`config.mk`:
```
export PLATFORM = sky130hd
export DESIGN_NAME = brk_dbg_ctrl
export DESIGN_NICKNAME = d
export VERILOG_FILES = /design/src/rtl/brk_dbg_pkg.sv /design/src/rtl/brk_decode_match.sv /design/src/rtl/brk_mode_fsm.sv /design/src/rtl/brk_cmd_gate.sv /design/src/rtl/brk_dbg_ctrl.sv
export SDC_FILE = /design/constraint.sdc
export NUM_CORES = 1
export LEC_CHECK = 0
export BUFFER_PORTS_ARGS = -buffer_cell sky130_fd_sc_hd__buf_4
export CAP_MARGIN = 10
export CORE_MARGIN = 2
export CORE_UTILIZATION = 48
export DETAILED_ROUTE_END_ITERATION = 6
export PLACE_DENSITY = 0.78
export SYNTH_ARGS = -nofsm -noshare
export SYNTH_HDL_FRONTEND = slang
export SYNTH_SLANG_ARGS = --single-unit
```
`constraint.sdc`:
```
create_clock -name clk -period 1.85 [get_ports clk]
set_input_delay 0.0925 -clock clk [delete_from_list [all_inputs] [get_ports clk]]
set_output_delay 0.0925 -clock clk [all_outputs]
set_load 0.02 [all_outputs]
```
`src/rtl/brk_dbg_pkg.sv`:
```
// Package: shared mode encoding for the breakpoint debug controller.
package brk_dbg_pkg;
    typedef enum logic [1:0] {
        MODE_RUN  = 2'd0,
        MODE_LOOP = 2'd1,
        MODE_HALT = 2'd2
    } brk_mode_e;
endpackage

```
`src/rtl/brk_decode_match.sv`:
```
// Module: brk_decode_match
// Flags a qualified breakpoint in the decoded instruction stream, and
// whether its address matches the remembered loop address.
// Assumes the decoder holds opcode and address stable while dec_valid is high.
module brk_decode_match #(
    parameter int          ADDR_W     = 16,
    parameter logic [7:0]  BRK_OPCODE = 8'h00
) (
    input  logic              dec_valid,
    input  logic [7:0]        dec_opcode,
    input  logic [ADDR_W-1:0] dec_pc,
    input  logic [ADDR_W-1:0] loop_pc,
    input  logic              brk_en,
    output logic              brk_hit,
    output logic              pc_match
);
    // Purpose: qualify the opcode with the enable and compare addresses.
    always_comb begin
        brk_hit  = dec_valid && (dec_opcode == BRK_OPCODE) && brk_en;
        pc_match = (dec_pc == loop_pc);
    end
endmodule

```
`src/rtl/brk_mode_fsm.sv`:
```
// Module: brk_mode_fsm
// Run / loop / halt sequencing. Latches the breakpoint address on loop entry
// and defers the halt until the CPU comes back to that address.
// Assumes brk_hit is already qualified by the breakpoint enable.
module brk_mode_fsm
    import brk_dbg_pkg::*;
#(
    parameter int ADDR_W = 16
) (
    input  logic              clk,
    input  logic              rst_n,
    input  logic              brk_hit,
    input  logic              pc_match,
    input  logic [ADDR_W-1:0] dec_pc,
    input  logic              loop_bit,
    input  logic              dbg_exit,
    output brk_mode_e         mode,
    output logic [ADDR_W-1:0] loop_pc,
    output logic              loop_repeat
);
    brk_mode_e mode_nx;
    logic      latch_pc;

    // Purpose: next-mode decision and re-execute request.
    always_comb begin
        mode_nx     = mode;
        latch_pc    = 1'b0;
        loop_repeat = 1'b0;
        unique case (mode)
            MODE_RUN: begin
                if (brk_hit) begin
                    if (loop_bit) begin
                        mode_nx     = MODE_LOOP;
                        latch_pc    = 1'b1;
                        loop_repeat = 1'b1;
                    end else begin
                        mode_nx = MODE_HALT;
                    end
                end
            end
            MODE_LOOP: begin
                if (dbg_exit) begin
                    mode_nx = MODE_RUN;
                end else if (brk_hit) begin
                    if (pc_match && loop_bit) begin
                        loop_repeat = 1'b1;
                    end else begin
                        mode_nx = MODE_HALT;
                    end
                end
            end
            MODE_HALT: begin
                if (dbg_exit) begin
                    mode_nx = MODE_RUN;
                end
            end
            default: mode_nx = MODE_RUN;
        endcase
    end

    // Purpose: mode register.
    always_ff @(posedge clk) begin
        if (!rst_n) mode <= MODE_RUN;
        else        mode <= mode_nx;
    end

    // Purpose: remember the address of the breakpoint being looped on.
    always_ff @(posedge clk) begin
        if (!rst_n)        loop_pc <= '0;
        else if (latch_pc) loop_pc <= dec_pc;
    end
endmodule

```
`src/rtl/brk_cmd_gate.sv`:
```
// Module: brk_cmd_gate
// Enables debug commands only in halt mode and answers every command with
// a one-cycle accept or reject pulse. Assumes one command per cycle at most.
module brk_cmd_gate
    import brk_dbg_pkg::*;
(
    input  logic      clk,
    input  logic      rst_n,
    input  brk_mode_e mode,
    input  logic      cmd_valid,
    output logic      cmd_en,
    output logic      cmd_ok,
    output logic      cmd_err
);
    // Purpose: command enable follows halt mode.
    always_comb cmd_en = (mode == MODE_HALT);

    // Purpose: register the accept / reject response.
    always_ff @(posedge clk) begin
        if (!rst_n) begin
            cmd_ok  <= 1'b0;
            cmd_err <= 1'b0;
        end else begin
            cmd_ok  <= cmd_valid && cmd_en;
            cmd_err <= cmd_valid && !cmd_en;
        end
    end
endmodule

```
`src/rtl/brk_dbg_ctrl.sv`:
```
// Module: brk_dbg_ctrl (top)
// Breakpoint debug mode controller: ignores, halts on, or loops on decoded
// breakpoints, and gates debug commands by mode.
// Assumes the CPU honours cpu_idle and loop_repeat in the cycle they appear.
module brk_dbg_ctrl
    import brk_dbg_pkg::*;
#(
    parameter int         ADDR_W     = 16,
    parameter logic [7:0] BRK_OPCODE = 8'h00
) (
    input  logic              clk,
    input  logic              rst_n,
    input  logic              dec_valid,
    input  logic [7:0]        dec_opcode,
    input  logic [ADDR_W-1:0] dec_pc,
    input  logic              brk_en,
    input  logic              loop_wr,
    input  logic              loop_wdata,
    input  logic              dbg_exit,
    input  logic              cmd_valid,
    output logic              loop_bit,
    output logic              status_loop,
    output logic              dbg_mode,
    output logic              cpu_idle,
    output logic              loop_repeat,
    output logic              cmd_en,
    output logic              cmd_ok,
    output logic              cmd_err
);
    brk_mode_e         mode;
    logic [ADDR_W-1:0] loop_pc;
    logic              brk_hit;
    logic              pc_match;

    // Purpose: loop-control bit, written by software.
    always_ff @(posedge clk) begin
        if (!rst_n)       loop_bit <= 1'b0;
        else if (loop_wr) loop_bit <= loop_wdata;
    end

    brk_decode_match #(.ADDR_W(ADDR_W), .BRK_OPCODE(BRK_OPCODE)) u_match (
        .dec_valid (dec_valid),
        .dec_opcode(dec_opcode),
        .dec_pc    (dec_pc),
        .loop_pc   (loop_pc),
        .brk_en    (brk_en),
        .brk_hit   (brk_hit),
        .pc_match  (pc_match)
    );

    brk_mode_fsm #(.ADDR_W(ADDR_W)) u_fsm (
        .clk        (clk),
        .rst_n      (rst_n),
        .brk_hit    (brk_hit),
        .pc_match   (pc_match),
        .dec_pc     (dec_pc),
        .loop_bit   (loop_bit),
        .dbg_exit   (dbg_exit),
        .mode       (mode),
        .loop_pc    (loop_pc),
        .loop_repeat(loop_repeat)
    );

    brk_cmd_gate u_cmd (
        .clk      (clk),
        .rst_n    (rst_n),
        .mode     (mode),
        .cmd_valid(cmd_valid),
        .cmd_en   (cmd_en),
        .cmd_ok   (cmd_ok),
        .cmd_err  (cmd_err)
    );

    // Purpose: decode mode into the status outputs.
    always_comb begin
        status_loop = (mode == MODE_LOOP);
        dbg_mode    = (mode == MODE_HALT);
        cpu_idle    = dbg_mode;
    end
endmodule

```
==> results.tsv <==
stage	metric	value	unit
placed_design	gp_congestion	0.772	
placed_design	placed_cells_incl_taps	170	
worst_setup_path	critPathTopFamily	simple AND/OR/NAND/NOR gates	
logic_synthesis	synthMuxAreaShare	16.7	%
sta	fin_setup_tns	0	ns
layout	syn2layout_area_growth	30.3	%
logic_synthesis	ys_ff_latch	21	
logic_synthesis	synth_top_area_cell	dfxtp_1	
worst_setup_path	ff2ff_path_depth	5	
logic_synthesis	synth-simple-area-share	22.9	%
clock_network	clk-insertion-delay-late	0.29	ns
worst_setup_path	worstReg2RegEnd	u_fsm.mode[1]$_SDFFE_PN0P_	
grt	grt_pass1_vias	853	
logic_synthesis	synth.top_cells.by_count	21 x dfxtp_1, 20 x nor2b_1, 17 x mux2i_1	
worst_setup_path	path_class	register to output port	
detailed_routing	wl_met1	977	um
die	row_count	17	
sta	max_freq	0.576	GHz
outcome	status	finished clean	
worst_setup_path	arrival	1.64	ns
logic_synthesis	synth_compound_area_share	3.80	%
logic_synthesis	syn-instance-count	108	
detailed_routing	top_layer	met4	
sta	grt_setup_unrepaired	false	
worst_setup_path	r2r-start	u_fsm.loop_pc[4]$_SDFFE_PN0P_	
clock_network	cts_max_path_buffers	2	
worst_setup_path	cp.required	1.76	ns
power	vdd_drop_max	0.372	mV
die	core	0.00217	mm2
power	powerDensity	544	mW/mm2
sta	hold_slack	0.0217	ns
grt	overflow	0	
clock_network	cts.clk_slew.worst_paths	0.11	ns
detailed_routing	wl_met3	118	um
detailed_routing	wl_per_cell	11.5	um
sta	hold_viol_final	0	
sta	period_needed	1.74	ns
grt	antenna_found_initial	0	
worst_hold_path	hp-class	primary input to register	
detailed_routing	drtIter0Drc	4	
worst_setup_path	r2r_setup_slack	0.40	ns
power	leakagePower	0.697	nW
detailed_routing	route.met2.wl	907	um
layout	final_core_util	65.2	%
sta	setup_viol	0	
logic_synthesis	synth_most_common_cell	dfxtp_1	
placed_design	port_buffers	39	
detailed_routing	wl	2020	um
logic_synthesis	synth.top_cell.area_share	38.7	%
placed_design	dpl.hpwl	1530	um
grt	grt_pass1_wl	3310	um
worst_hold_path	min_to	u_cmd.cmd_err$_SDFF_PN0_	
sta	worst_pin_slew	0.352	ns
clock_network	cts_tree	done	
clock_network	cts_sinks	21	
worst_hold_path	min_from	cmd_valid	
detailed_routing	vias	869	
sta	finalCritPeriodShare	93.9	%
grt	grt_max_degree	23	
clock_network	cts_buffers	3	
clock_network	cts_max_level	1	
worst_setup_path	critPathMaxStageDelay	0.33	ns
detailed_routing	viasPerCell	4.94	
grt	grt_use_total	16.5	%
die	initial_core_util	50.1	%
detailed_routing	route.detailed.drc	0	
clock_network	cts_root_buffer	clkbuf_4	
worst_setup_path	critPathMaxFanout	3	
logic_synthesis	synth_xor_area_share	12.9	%
die	io_pins	40	
worst_setup_path	path_buf_inv	1	
logic_synthesis	synthArstFlopShare	0	%
logic_synthesis	synth_edf_count	0	
logic_synthesis	ys_top_cells_by_area	dfxtp_1 39%, mux2i_1 16%, nor2b_1 12%, xnor2_1 7.3%, xor2_1 5.6%	
clock_network	ctsHoldBuffers	0	
logic_synthesis	ys_warn_count	0	
run	drv_cap	0	
layout	nets	181	
die	die_h	51.6	um
logic_synthesis	syn_area_per_cell	10.1	um2
detailed_routing	dr.pass1.iters	4	
worst_setup_path	cp_cell_sequence	xor2_1 > nor4_2 > nand4_1 > o21ai_1 > buf_4	
worst_setup_path	cpMaxStageDelayCell	dfxtp_1	
worst_setup_path	start_kind	register	
layout	antenna_cells	0	
sta	maxSlewHeadroom	76.5	%
sta	final-max-slew-violation-count	0	
layout	fin_cells	176	
logic_synthesis	synth_cell_type_count	24	
logic_synthesis	synth-seq-area-share	38.7	%
die	die_x	51.6	um
logic_synthesis	syn_nets	140	
layout	drive_above_1_share	33.1	%
detailed_routing	ant_nets	0	
logic_synthesis	synth_ff_type	dfxtp_1	
worst_setup_path	end_kind	output port	
logic_synthesis	synthAdderAreaFrac	0	%
worst_hold_path	worstHoldPathCells	3	
logic_synthesis	synthesis.area	0.00109	mm2
sta	finClkSkew	0.00112	ns
die	dieArea	0.00266	mm2
logic_synthesis	synth_top_family_by_area	simple AND/OR/NAND/NOR gates	
==> layout make-up <==
cell class	count	area (um2)
repair buffers	42	315
fillers	194	754
well taps	28	35.0
flip-flops and latches	21	420
multi-input cells	81	618
clock buffers	4	26.3
==> cell usage in the layout, fill, tap and decap left out <==
cell type / synthesis / final
nor2b_1: 20 / 20
a31oi_1: 1 / 1
dfxtp_1: 21 / 21
o21ai_1: 0 / 1
xnor2_1: 9 / 9
and3_1: 1 / 1
clkbuf_1: 2 / 1
nor3_1: 2 / 2
clkbuf_4: 0 / 3
xor2_1: 7 / 7
o21ai_0: 4 / 3
nor4b_1: 1 / 1
nor2_1: 3 / 3
and4b_1: 1 / 1
o21bai_1: 1 / 1
mux2i_1: 17 / 17
nor4_2: 2 / 3
nand2_1: 4 / 4
mux2_2: 1 / 1
buf_4: 2 / 42
nand4_1: 4 / 4
or2_1: 1 / 1
a21o_1: 1 / 1
==> routing by layer <==
metal / vias to the layer above / track usage, %
met4: 0 / 7.46
met1: 392 / 20.4
met3: 2 / 2.87
met2: 26 / 27.8
met5: - / 0
li1: 449 / -
==> worst max-delay path by stage <==
stage	startpoint	end	slack (ns)	cells past startpoint
2_1_floorplan	u_fsm.mode[0]$_SDFFE_PN0P_	loop_repeat	0.12	4
3_3_place_gp	dec_opcode[1]	loop_repeat	0.28	7
3_5_place_dp	dec_opcode[1]	loop_repeat	0.26	7
4_1_cts	u_fsm.loop_pc[4]$_SDFFE_PN0P_	loop_repeat	0.03	5
5_1_grt	u_fsm.loop_pc[4]$_SDFFE_PN0P_	loop_repeat	0.02	5
6_report	u_fsm.loop_pc[4]$_SDFFE_PN0P_	loop_repeat	0.11	5
==> power breakdown <==
group	leakage (nW)	switching, mW	total [mW]	internal, mW
registers	0.170	0.00262	0.457	0.454
clock network	0.0150	0.126	0.210	0.0837
logic	0.513	0.0375	0.103	0.0659
==> flip-flops by register name, indices dropped and copies added (netlist names) <==
signal / flops
u_fsm.loop_pc: 16
u_fsm.mode: 2
loop_bit: 1
u_cmd.cmd_err: 1
u_cmd.cmd_ok: 1
==> cells by family (layout without fill, tap and decap cells) <==
family | Yosys count | in the layout
mux | 18 | 18
buf+inv | 6 | 46
simple gates | 40 | 40
compound gates | 7 | 7
flops | 21 | 21
xor+xnor | 16 | 16
==> stage by stage <==
step	cell area [um2]	total power, mW	worst slack (ns)
2_1_floorplan	1090	0.501	0.121
3_3_place_gp	1370	0.568	0.282
3_5_place_dp	1370	0.570	0.256
4_1_cts	1400	0.780	0.0342
5_1_grt	1420	0.804	0.0191
6_report	1420	0.770	0.113
==> what timing repair did <==
action                     in CTS  in global routing
pin swaps                       1                  1
setup endpoints to repair       1                  1
resized for setup               1                  1
setup buffers                   0                  2
==> tightest hold or removal path, cell delays in order <==
cell and delay, ns:
buf_4 0.11, nand2_1 0.05, nor2_1 0.03
(Power assumes the default switching activity.)
